`src/rtl/arb_pkg.sv`:
```
// Package: shared types and mapping helpers for the bus owner arbiter.
// Assumes priority level 0 is the most important request.
package arb_pkg;

    localparam int N_LEVELS   = 6;   // number of priority levels
    localparam int N_OWNERS   = 4;   // number of grant lines
    localparam int LVL_LOCK   = 0;   // locked processor
    localparam int LVL_URGENT = 1;   // urgent refresh
    localparam int LVL_DMA    = 2;   // DMA engine
    localparam int LVL_HOLD   = 3;   // external hold request
    localparam int LVL_CPU    = 4;   // ordinary processor
    localparam int LVL_BG     = 5;   // background refresh

    typedef enum logic [1:0] {
        OWN_CPU  = 2'd0,
        OWN_DMA  = 2'd1,
        OWN_RFSH = 2'd2,
        OWN_EXT  = 2'd3
    } owner_e;

    typedef enum logic [1:0] {
        ST_INT  = 2'd0,   // an internal master owns the bus
        ST_HOLD = 2'd1,   // external master acknowledged
        ST_WAIT = 2'd2    // acknowledge withdrawn, waiting for hold release
    } arb_state_e;

    // Which master a priority level belongs to.
    function automatic owner_e level_owner(input int lvl);
        case (lvl)
            LVL_LOCK, LVL_CPU:  return OWN_CPU;
            LVL_URGENT, LVL_BG: return OWN_RFSH;
            LVL_DMA:            return OWN_DMA;
            default:            return OWN_EXT;
        endcase
    endfunction

    // One-hot grant vector for an owner.
    function automatic logic [N_OWNERS-1:0] owner_onehot(input owner_e o);
        return N_OWNERS'(1) << o;
    endfunction

endpackage

```
`src/rtl/arb_req_map.sv`:
```
// Module: arb_req_map
// Folds the raw request pins into a priority-ordered level vector, a
// per-owner "still requesting" vector and the reclaim condition.
// Assumes all inputs are synchronous to the arbiter clock.
module arb_req_map
    import arb_pkg::*;
(
    input  logic                cpu_lock_req,
    input  logic                cpu_req,
    input  logic                dma_req,
    input  logic                rfsh_urgent_req,
    input  logic                rfsh_bg_req,
    input  logic                ext_hold_req,
    output logic [N_LEVELS-1:0] lvl_req,
    output logic [N_OWNERS-1:0] owner_req,
    output logic                reclaim_req
);

    // Place each request at its priority level.
    always_comb begin
        lvl_req             = '0;
        lvl_req[LVL_LOCK]   = cpu_lock_req;
        lvl_req[LVL_URGENT] = rfsh_urgent_req;
        lvl_req[LVL_DMA]    = dma_req;
        lvl_req[LVL_HOLD]   = ext_hold_req;
        lvl_req[LVL_CPU]    = cpu_req;
        lvl_req[LVL_BG]     = rfsh_bg_req;
    end

    // Gather every level of one owner into that owner's busy bit.
    always_comb begin
        owner_req = '0;
        for (int i = 0; i < N_LEVELS; i++) begin
            if (lvl_req[i]) owner_req[level_owner(i)] = 1'b1;
        end
    end

    // Any request ranked above the external hold takes the bus back.
    always_comb begin
        reclaim_req = 1'b0;
        for (int i = 0; i < LVL_HOLD; i++) begin
            reclaim_req = reclaim_req | lvl_req[i];
        end
    end

endmodule

```
`src/rtl/arb_prio_pick.sv`:
```
// Module: arb_prio_pick
// Fixed-priority selector: returns the owner of the lowest-numbered active
// level. Parks on the processor when no level is active. With INCLUDE_HOLD
// cleared the external hold level is masked, giving an internal-only pick.
module arb_prio_pick
    import arb_pkg::*;
#(
    parameter int LEVELS       = N_LEVELS,
    parameter bit INCLUDE_HOLD = 1'b1
) (
    input  logic [LEVELS-1:0] lvl_req,
    output owner_e            pick,
    output logic              any_req
);

    logic [LEVELS-1:0] req_m;

    // Select which levels take part in this pick.
    generate
        if (INCLUDE_HOLD) begin : g_all
            assign req_m = lvl_req;
        end else begin : g_int
            localparam logic [LEVELS-1:0] HOLD_MASK = ~(LEVELS'(1) << LVL_HOLD);
            assign req_m = lvl_req & HOLD_MASK;
        end
    endgenerate

    // Scan from lowest to highest priority so the highest one wins.
    always_comb begin
        pick = OWN_CPU;
        for (int i = LEVELS - 1; i >= 0; i--) begin
            if (req_m[i]) pick = level_owner(i);
        end
    end

    assign any_req = |req_m;

endmodule

```
`src/rtl/arb_owner_fsm.sv`:
```
// Module: arb_owner_fsm
// Holds the current owner and the hold handshake state. Internal owners
// are replaced only at a cycle end or when they stop requesting. The
// external owner is reclaimed by dropping the acknowledge, then waited
// out until its hold request falls. Grant and acknowledge are registered.
module arb_owner_fsm
    import arb_pkg::*;
(
    input  logic                clk,
    input  logic                rst_n,
    input  owner_e              pick_all,
    input  owner_e              pick_int,
    input  logic [N_OWNERS-1:0] owner_req,
    input  logic                reclaim_req,
    input  logic                ext_hold_req,
    input  logic                bus_cycle_end,
    output logic [N_OWNERS-1:0] grant_q,
    output logic                hold_ack_q
);

    arb_state_e          state_q, state_n;
    owner_e              owner_q, owner_n;
    logic                owner_busy;
    logic [N_OWNERS-1:0] grant_n;
    logic                hold_ack_n;

    // Is the present internal owner still asking for cycles.
    assign owner_busy = owner_req[owner_q];

    // Next owner and handshake state.
    always_comb begin
        state_n = state_q;
        owner_n = owner_q;
        case (state_q)
            ST_INT: begin
                if (bus_cycle_end || !owner_busy) begin
                    owner_n = pick_all;
                    state_n = (pick_all == OWN_EXT) ? ST_HOLD : ST_INT;
                end
            end
            ST_HOLD: begin
                if (!ext_hold_req) begin
                    owner_n = pick_int;
                    state_n = ST_INT;
                end else if (reclaim_req) begin
                    state_n = ST_WAIT;
                end
            end
            ST_WAIT: begin
                if (!ext_hold_req) begin
                    owner_n = pick_int;
                    state_n = ST_INT;
                end
            end
            default: begin
                owner_n = OWN_CPU;
                state_n = ST_INT;
            end
        endcase
    end

    // Output values for the next state; nobody is granted during the wait.
    always_comb begin
        grant_n    = (state_n == ST_WAIT) ? '0 : owner_onehot(owner_n);
        hold_ack_n = (state_n == ST_HOLD);
    end

    // State, owner and output registers.
    always_ff @(posedge clk) begin
        if (!rst_n) begin
            state_q    <= ST_INT;
            owner_q    <= OWN_CPU;
            grant_q    <= owner_onehot(OWN_CPU);
            hold_ack_q <= 1'b0;
        end else begin
            state_q    <= state_n;
            owner_q    <= owner_n;
            grant_q    <= grant_n;
            hold_ack_q <= hold_ack_n;
        end
    end

endmodule

```
`src/rtl/bus_owner_arbiter.sv`:
```
// Module: bus_owner_arbiter (top)
// Six-level fixed-priority bus arbiter with an external hold handshake.
// Assumes bus_cycle_end is a one-clock pulse on the final clock of the
// bus cycle run by the current internal owner.
module bus_owner_arbiter
    import arb_pkg::*;
(
    input  logic       clk,
    input  logic       rst_n,
    input  logic       cpu_lock_req,
    input  logic       cpu_req,
    input  logic       dma_req,
    input  logic       rfsh_urgent_req,
    input  logic       rfsh_bg_req,
    input  logic       bus_cycle_end,
    input  logic       ext_hold_req,
    output logic       ext_hold_ack,
    output logic [3:0] grant
);

    logic [N_LEVELS-1:0] lvl_req;
    logic [N_OWNERS-1:0] owner_req;
    logic                reclaim_req;
    owner_e              pick_all;
    owner_e              pick_int;
    logic                any_all;
    logic                any_int;

    arb_req_map u_map (
        .cpu_lock_req    (cpu_lock_req),
        .cpu_req         (cpu_req),
        .dma_req         (dma_req),
        .rfsh_urgent_req (rfsh_urgent_req),
        .rfsh_bg_req     (rfsh_bg_req),
        .ext_hold_req    (ext_hold_req),
        .lvl_req         (lvl_req),
        .owner_req       (owner_req),
        .reclaim_req     (reclaim_req)
    );

    arb_prio_pick #(.LEVELS(N_LEVELS), .INCLUDE_HOLD(1'b1)) u_pick_all (
        .lvl_req (lvl_req),
        .pick    (pick_all),
        .any_req (any_all)
    );

    arb_prio_pick #(.LEVELS(N_LEVELS), .INCLUDE_HOLD(1'b0)) u_pick_int (
        .lvl_req (lvl_req),
        .pick    (pick_int),
        .any_req (any_int)
    );

    arb_owner_fsm u_fsm (
        .clk           (clk),
        .rst_n         (rst_n),
        .pick_all      (pick_all),
        .pick_int      (pick_int),
        .owner_req     (owner_req),
        .reclaim_req   (reclaim_req),
        .ext_hold_req  (ext_hold_req),
        .bus_cycle_end (bus_cycle_end),
        .grant_q       (grant),
        .hold_ack_q    (ext_hold_ack)
    );

    // The "any" flags only matter to observers of the pick; keep them tied off.
    logic unused_any;
    assign unused_any = any_all ^ any_int;

endmodule

```
`config.mk`:
```
export PLATFORM = sky130hd
export DESIGN_NAME = bus_owner_arbiter
export DESIGN_NICKNAME = d
export VERILOG_FILES = /design/src/rtl/arb_pkg.sv /design/src/rtl/arb_req_map.sv /design/src/rtl/arb_prio_pick.sv /design/src/rtl/arb_owner_fsm.sv /design/src/rtl/bus_owner_arbiter.sv
export SDC_FILE = /design/constraint.sdc
export NUM_CORES = 1
export LEC_CHECK = 0
export ABC_AREA = 1
export BUFFER_PORTS_ARGS = -buffer_cell sky130_fd_sc_hd__buf_2
export CORE_MARGIN = 1
export CORE_UTILIZATION = 45
export CTS_BUF_LIST = sky130_fd_sc_hd__clkbuf_2
export CTS_CLUSTER_SIZE = 24
export DETAILED_ROUTE_END_ITERATION = 10
export PLACE_DENSITY = 0.7
export SYNTH_ARGS = -nofsm -noshare
export SYNTH_HDL_FRONTEND = slang
export SYNTH_HIERARCHICAL = 1
export SYNTH_SLANG_ARGS = --single-unit
```
`constraint.sdc`:
```
create_clock -name clk -period 4.3 [get_ports clk]
set_clock_uncertainty 0.1 [all_clocks]
set_input_delay 0.215 -clock clk [delete_from_list [all_inputs] [get_ports clk]]
set_output_delay 0.215 -clock clk [all_outputs]
set_load 0.005 [all_outputs]
```
==> results.yml, run 1 <==
outcome:
  status: "finished clean"
route:
  wl_met2_um: 579
  drtIter0Drc: 23
  wl_met1_um: 605
  dr.pass1.iters: 4
  wl_met3_um: 54
  wirelength_mm: 1.24
  viasPerCell: 4.62
  final_antenna_net_count: 0
  topRoutingLayerUsed: "met3"
  vias: 633
  drc: 0
  post_drt_wl_per_cell_um: 9.04
floorplan:
  top_level_ports: 14
  core_area_um2: 1520
  die_x_um: 42.6
  die_area_um2: 1810
  start_util_pct: 48.6
  die_h_um: 42.6
  rows: 14
final_layout:
  nets: 135
  fin_area_um2: 786
  areaGrowthSynthToFinish_pct: 6.08
  n_fill_cell: 162
  final_cell_mix: "nand2_1, inv_1, buf_2"
  final_common_cell: "nand2_1"
  layout-drive-gt1-share_pct: 26.4
  antenna_cells: 0
worst_setup_path:
  critPathMaxFanout: 4
  startpoint_type: "register"
  endpoint_kind: "register"
  path_class: "reg2reg"
  crit_required_ns: 4.35
  rr_endpoint: "u_fsm/grant_q[0]"
  timing.rr.start: "u_fsm/state_q[0]"
  reg2regPathDepth: 9
  reg2reg_slack_ns: 2.74
  worstPathArrival_ns: 1.60
timing:
  relSlewSlack_pct: 77.6
  setup_violations: 0
  tns_ns: 0
  max_slew.worst_pin.slew_ns: 0.334
  grt_setup_unrepaired: "no"
  setup_ws_ns: 2.74
  finalCritPeriodShare_pct: 36.2
  min_period_ns: 1.56
  fmax_mhz: 643
  slew_viol_final: 0
  finalHoldViolCount: 0
global_route:
  grt_max_degree: 9
  grt_antenna_before_repair: 0
  grt_pass1_vias: 545
  grt_util_all_layers_pct: 15.5
  grt_overflow: 0
  grt_pass1_wl_mm: 2.19
logic_synthesis:
  avgSynthCellArea_um2: 6.61
  ys_warn_count: 6
  syn_area_um2: 741
  synth_cells: 112
  syn-num-nets: 125
clock_tree:
  cts_made_buffers: 3
  cts_sinks: 9
  post_cts_buffers: 0
  cts-resized-gates: 0
  cts-root-buf: "clkbuf_2"
  hold_buffers: 0
  cts_tree: "yes"
  path_clk_slew_ns: 0.09
  cts-htree-levels: 1
  clk-insertion-delay-late_ns: 0.24
  cts_buffer_depth: 2
worst_hold_path:
  min_to: "u_fsm/state_q[0]"
  min_path_cells: 3
  min_path_type: "in2reg"
  worstHoldStart: "rst_n"
place:
  port_buffers: 13
  hpwl_mm: 1.01
  place_ws_ns: 2.76
  postPlaceCellArea_um2: 766
  gp_congestion: 0.758
power:
  p_leak_nw: 0.468
  power.density_nw_per_um2: 293
  ir_drop_uv: 219
  total_power_w: 0.000230
job:
  drv_cap: 0
## routing by layer
layer | global-route usage [%] | up-vias
met3 | 5.17 | 0
met5 | 0 | -
met2 | 25.8 | 11
met1 | 20.0 | 271
met4 | 1.88 | 0
li1 | - | 351
## registers in the layout, summed over array words and instances (netlist names)
| register | count |
|---|---|
| u_fsm/hold_ack_q | 1 |
| u_fsm/owner_q | 2 |
| u_fsm/grant_q | 4 |
| u_fsm/state_q | 2 |
## power by group
group / switching, W / internal (W) / total, W
clock: 0.0000286 / 0.0000247 / 0.0000533
combinational: 0.0000482 / 0.0000308 / 0.0000790
sequential: 0.00000453 / 0.0000934 / 0.0000980
total: 0.0000813 / 0.000149 / 0.000230
## through the flow
| stage | hold slack, ns | cells | utilization, % |
|---|---|---|---|
| global placement | 0.413 | 133 | 50.2 |
| CTS | 0.145 | 137 | 51.6 |
| finish | 0.148 | 137 | 51.6 |
| floorplan | 0.278 | 112 | - |
| detailed placement | 0.394 | 133 | 50.2 |
| global route | 0.163 | 137 | 51.6 |
## layout make-up
| cell class | count | area [µm²] | area share [%] |
|---|---|---|---|
| Multi-Input combinational cell | 70 | 407 | 51.8 |
| Sequential cell | 9 | 180 | 22.9 |
| Inverter | 25 | 93.8 | 11.9 |
| Timing Repair Buffer | 13 | 65.1 | 8.28 |
| Clock buffer | 4 | 20.0 | 2.55 |
| Tap cell | 16 | 20.0 | 2.55 |
## worst max path at each step
stage,startpoint,end
3_5_place_dp,cpu_lock_req,u_fsm/grant_q[0]
2_1_floorplan,u_fsm/state_q[0],u_fsm/grant_q[0]
6_report,u_fsm/state_q[0],u_fsm/grant_q[0]
5_1_grt,u_fsm/state_q[1],u_fsm/grant_q[0]
4_1_cts,u_fsm/state_q[0],u_fsm/grant_q[0]
3_3_place_gp,cpu_lock_req,u_fsm/grant_q[0]
## worst max-delay path, cell delays in order, from the launching register on
cell and delay, ns:
dfxtp_1 0.35, inv_1 0.10, ha_1 0.23, nand2_1 0.07, inv_1 0.05, nand3_1 0.11, a21oi_2 0.18, nand3_2 0.11
nor2_1 0.11, nor2_1 0.05
Note: power is estimated with default switching activity, not from simulation.
==> run 2: changes to the inputs <==
Settings changed: PLACE_DENSITY 0.7 to 0.72.
Clock period 4.3 ns to 1.28 ns, I/O delays scaled along.
==> run 2 against run 1 <==
Utilization rose by 15 points. Critical endpoint unchanged. Largest power group is now combinational cells. Sequential share of layout area fell by 4.4 points. Non-clock buffer count rose by 17. Worst hold slack improved by 0.051 ns. Die area did not move. The flow now finishes with violations (negative setup slack).
==> results.yml, run 2 (synthesis results as in run 1) <==
outcome:
  status: "finished, violations left"
  violations: "negative setup slack"
worst_setup_path:
  critPathMaxFanout: 3
  critical-path-top-delay-family: "flip-flops"
  path_class: "reg2reg"
  reg2reg_slack_ns: -0.17
  path_buf_inv: 1
  slowest_stage: "dfxtp_4"
  rr_endpoint: "u_fsm/grant_q[0]"
  reg2regPathDepth: 7
  crit_required_ns: 1.34
  worstPathArrival_ns: 1.51
  endpoint_kind: "register"
  timing.rr.start: "u_fsm/state_q[0]"
  max_stage_delay_ns: 0.39
  path_cells: "inv_4 -> ha_4 -> o21a_1 -> o211ai_1 -> nand3_2 -> nor2_1 -> nor2_1"
  worst-path-stages: 7
  cpMostUsedCell: "nor2_1"
  startpoint_type: "register"
final_layout:
  layout-drive-gt1-share_pct: 52.2
  final_common_cell: "nand2_1"
  areaGrowthSynthToFinish_pct: 37.3
  antenna_cells: 0
  reg_top3: "u_fsm/grant_q x4, u_fsm/owner_q x2, u_fsm/state_q x2"
  final_cell_mix: "nand2_1, inv_1, buf_4"
  post-route-util_pct: 66.7
  largest_reg_flops: 4
  max_flop_register: "u_fsm/grant_q"
  nets: 152
  fin_cells: 154
floorplan:
  core_area_um2: 1520
  die_x_um: 42.6
  die_area_um2: 1810
  rows: 14
  start_util_pct: 48.6
  die_h_um: 42.6
  top_level_ports: 14
timing:
  setup_ws_ns: -0.172
  holdWs_ns: 0.199
  max_slew.worst_pin.slew_ns: 0.360
  grt_setup_unrepaired: "yes"
  setup_violations: 7
  finalCritPeriodShare_pct: 113
  fmax_mhz: 689
  slew_viol_final: 0
  relSlewSlack_pct: 75.9
  finalHoldViolCount: 0
  min_period_ns: 1.45
job:
  drv_cap: 0
clock_tree:
  cts_made_buffers: 3
  path_clk_slew_ns: 0.08
  clk-insertion-delay-late_ns: 0.25
  cts_buffer_depth: 2
  cts_sinks: 9
  cts-root-buf: "clkbuf_2"
  cts-htree-levels: 1
  cts_tree: "yes"
global_route:
  grt_pass1_vias: 678
  grt_antenna_before_repair: 0
  grt_max_degree: 9
  grt_overflow: 0
  grt_util_all_layers_pct: 20.0
  grt_pass1_wl_mm: 2.66
route:
  wirelength_mm: 1.68
  viasPerCell: 4.60
  final_antenna_net_count: 0
  dr.pass1.iters: 4
  vias: 709
  drtIter0Drc: 8
  post_drt_wl_per_cell_um: 10.9
  drc: 0
place:
  dp.cells: 143
  port_buffers: 13
  gp_congestion: 0.787
  hpwl_mm: 1.07
power:
  ir_drop_uv: 558
  total_power_w: 0.000879
  p_leak_nw: 0.554
  power.density_nw_per_um2: 864
worst_hold_path:
  min_path_type: "in2reg"
  min_to: "u_fsm/state_q[1]"
  worstHoldStart: "bus_cycle_end"
  min_path_cells: 5
==> run 2: changes by cell type in the layout (fill, tap and decap cells not counted), moves of 4 or more <==
cell / change
buf_4: +15
ha_1: -4
inv_1: -4
nand2_1: -6
nand2_2: +6
==> run 2: area by class of cell <==
class	instances	area (µm²)
repair buffers	30	199
fillers	132	507
well taps	16	20.0
flip-flops and latches	9	189
inverters	25	98.8
multi-input cells	70	490
clock buffers	4	20.0
==> run 2: power breakdown <==
part | internal (W) | switching, W | total, W
Sequential | 0.000313 | 0.0000164 | 0.000330
Clock | 0.0000830 | 0.0000989 | 0.000182
Combinational | 0.000166 | 0.000202 | 0.000368
Total | 0.000562 | 0.000317 | 0.000879
==> run 2: worst register-to-register path: stages, from the launching register on <==
cell      delay [ns]
dfxtp_4         0.39
inv_4           0.06
ha_4            0.16
o21a_1          0.21
o211ai_1        0.15
nand3_2         0.15
nor2_1          0.10
nor2_1          0.04
==> run 2: per-stage QoR <==
stage | cell area [µm²] | setup slack (ns) | setup TNS, ns
2_1_floorplan | 758 | -0.0583 | -0.148
3_3_place_gp | 858 | -0.130 | -0.582
3_5_place_dp | 858 | -0.171 | -0.781
4_1_cts | 973 | -0.150 | -0.655
5_1_grt | 1020 | -0.245 | -1.37
6_report | 1020 | -0.172 | -1.00
==> run 2: repair_timing <==
action,CTS,global route
resized for setup,14,11
pin swaps,12,15
endpoints found under the hold margin,1,0
endpoints found under the setup margin,7,9
setup buffers,5,2
hold buffers,1,0
==> run 2: worst max-delay path by stage <==
stage | end | from | slack [ns]
2_1_floorplan | u_fsm/grant_q[0] | u_fsm/state_q[0] | -0.06
3_3_place_gp | u_fsm/grant_q[0] | u_fsm/state_q[0] | -0.13
3_5_place_dp | u_fsm/grant_q[0] | u_fsm/state_q[0] | -0.17
4_1_cts | u_fsm/grant_q[0] | u_fsm/state_q[1] | -0.15
5_1_grt | u_fsm/hold_ack_q | u_fsm/owner_q[0] | -0.24
6_report | u_fsm/grant_q[0] | u_fsm/state_q[0] | -0.17
==> run 2: metal layers <==
metal  global-route usage [%]  share of wire [%]
met1                     20.1                 42
met2                     37.5                 52
met3                     6.47                3.8
met4                     7.50                2.1
met5                        0                  0
==> run 3: changes to the inputs <==
Settings changed: PLACE_DENSITY 0.72 to 0.73, SYNTH_HIERARCHICAL 1 to unset.
==> run 3 against run 2 <==
The run still ends with negative setup slack left. Clock power about the same. Design area decreased by 10%. Sequential power decreased by 2%. Utilization increased by 1.1 points. Synthesized area decreased by 9.5%. Die area decreased by 9.0%. Global-route usage increased by 0.11 points. Synthesized cell count decreased by 7.1%. Wire length decreased by 13%. Non-clock buffer count decreased by 11. Register-to-register slack improved by 0.04 ns. Power decreased by 10%. Largest cell class unchanged.
==> results.yml, run 3 <==
outcome:
  status: "finished, violations left"
  violations: "negative setup slack"
final_layout:
  largest_reg_flops: 4
  areaGrowthSynthToFinish_pct: 36.6
  fin_cells: 142
  reg_top3: "u_fsm.grant_q x4, u_fsm.owner_q x2, u_fsm.state_q x2"
  antenna_cells: 0
  layout-drive-gt1-share_pct: 45.7
  final_common_cell: "nand2_1"
  max_flop_register: "u_fsm.grant_q"
  nets: 141
  final_cell_mix: "nand2_1, inv_1, buf_2"
clock_tree:
  cts-root-buf: "clkbuf_2"
  clk-insertion-delay-late_ns: 0.25
  path_clk_slew_ns: 0.08
  cts-htree-levels: 1
  cts_tree: "yes"
  cts_buffer_depth: 2
  cts_made_buffers: 3
  cts_sinks: 9
global_route:
  grt_antenna_before_repair: 0
  grt_util_all_layers_pct: 20.1
  grt_pass1_wl_mm: 2.12
  grt_max_degree: 6
  grt_pass1_vias: 548
  grt_overflow: 0
route:
  drc: 0
  wirelength_mm: 1.46
  post_drt_wl_per_cell_um: 10.2
  vias: 667
  viasPerCell: 4.70
  drtIter0Drc: 9
  final_antenna_net_count: 0
  dr.pass1.iters: 4
logic_synthesis:
  synth_cell_type_count: 18
  avgSynthCellArea_um2: 6.45
  synth_edf_count: 0
  synth.most_common_cell: "nand2_1"
  synthFlopType: "dfxtp_1"
  syn_area_um2: 671
  synthTopCellsByCount: "nand2_1, inv_1, nor2_1, dfxtp_1"
  ys_seq_elements: 9
  yosys-top-cells-area: "dfxtp_1, nand2_1, inv_1"
  ys_warn_count: 0
  synth_cells: 104
  synth_top_area_cell: "dfxtp_1"
  ys_seq_area_share_pct: 26.9
  ys_async_sr_fraction_pct: 0
  yosysTopAreaCellShare_pct: 26.9
  syn-num-nets: 117
floorplan:
  rows: 13
  start_util_pct: 49.7
  die_x_um: 40.6
  die_area_um2: 1650
  top_level_ports: 14
  die_h_um: 40.6
  core_area_um2: 1350
worst_setup_path:
  slowest_stage: "dfxtp_4"
  path_buf_inv: 2
  critPathMaxFanout: 4
  worstPathArrival_ns: 1.46
  endpoint_kind: "register"
  path_cells: "inv_4 -> ha_4 -> nand2_2 -> inv_2 -> nand3_2 -> a21oi_4 -> nand3_2 -> nand2_2 -> nor2_1"
  crit_required_ns: 1.33
  critical-path-top-delay-family: "flip-flops"
  max_stage_delay_ns: 0.38
  startpoint_type: "register"
  path_class: "reg2reg"
timing:
  tns_ns: -0.717
  holdWs_ns: 0.163
  fmax_mhz: 709
  setup_ws_ns: -0.131
  max_slew.worst_pin.slew_ns: 0.211
  finalHoldViolCount: 0
  min_period_ns: 1.41
  slew_viol_final: 0
  relSlewSlack_pct: 85.9
  finalCritPeriodShare_pct: 110
  grt_setup_unrepaired: "yes"
  setup_violations: 8
job:
  drv_cap: 0
place:
  hpwl_mm: 1.14
  port_buffers: 13
  dp.cells: 135
  gp_congestion: 0.825
power:
  power.density_nw_per_um2: 862
  total_power_w: 0.000790
  ir_drop_uv: 493
  p_leak_nw: 0.486
worst_hold_path:
  min_path_type: "in2reg"
[run 3: cell types whose count changed in the layout (fill, tap and decap cells not counted), moves of 2 or more]
cell,previous run,this run
or2_1,2,0
inv_1,20,15
nor2_4,0,3
nand2_1,21,27
nand2_2,9,11
o211ai_1,3,0
nand3_2,7,3
buf_4,15,5
nand4_1,0,4
a21oi_2,4,0
[run 3: kinds of logic (layout without fill, tap and decap cells)]
group           Yosys count  in the layout  synth area share (%)
simple gates             67             67                  47.2
flops                     9              9                  26.9
fa+ha+maj                 4              4                  7.46
compound gates            4              4                  7.28
buf+inv                  20             43                  11.2
[run 3: cell type report]
type	instances	area [µm²]
Multi-Input combinational cell	75	495
Fill cell	123	434
Sequential cell	9	189
Timing Repair Buffer	19	113
Inverter	20	80.1
Clock buffer	4	20.0
Tap cell	15	18.8
[run 3: metrics by stage]
| stage | setup WS [ns] | instance area [µm²] | util (%) |
|---|---|---|---|
| 2_1_floorplan | -0.0799 | 721 | - |
| 3_3_place_gp | -0.141 | 827 | 61.3 |
| 3_5_place_dp | -0.150 | 827 | 61.3 |
| 4_1_cts | -0.162 | 881 | 65.2 |
| 5_1_grt | -0.198 | 916 | 67.8 |
| 6_report | -0.131 | 916 | 67.8 |
[run 3: layer usage]
layer,wire length (µm),vias up,track usage (%)
met2,742,8,37.7
met4,0,0,0
met5,0,-,0
met1,659,295,21.0
met3,53,0,10.0
li1,-,364,-
[run 3: repair_timing]
action	CTS	global route
hold endpoints to repair	1	0
buffers inserted	1	1
pin swaps	11	13
resized for setup	7	12
endpoints found under the setup margin	8	8
hold buffers	1	0
[run 3: path summary, 6_finish.rpt]
kind	slack [ns]	to	depth (start not counted)	startpoint
setup / recovery	-0.13	u_fsm.grant_q[3]	9	u_fsm.state_q[0]
setup reg to reg	-0.13	u_fsm.grant_q[3]	9	u_fsm.state_q[0]
hold / removal	0.16	u_fsm.owner_q[1]	6	cpu_lock_req
hold reg to reg	0.66	u_fsm.state_q[0]	4	u_fsm.state_q[0]
[run 3: tightest hold or removal path, cell delays in order]
cell,delay (ns)
buf_2,0.10
inv_1,0.05
nand2_1,0.07
nand2_2,0.06
nand2_4,0.07
a21boi_4,0.05
[run 3: power breakdown]
part           switching (W)  internal [W]
Combinational       0.000164      0.000121
Sequential         0.0000184      0.000307
Clock              0.0000970     0.0000830
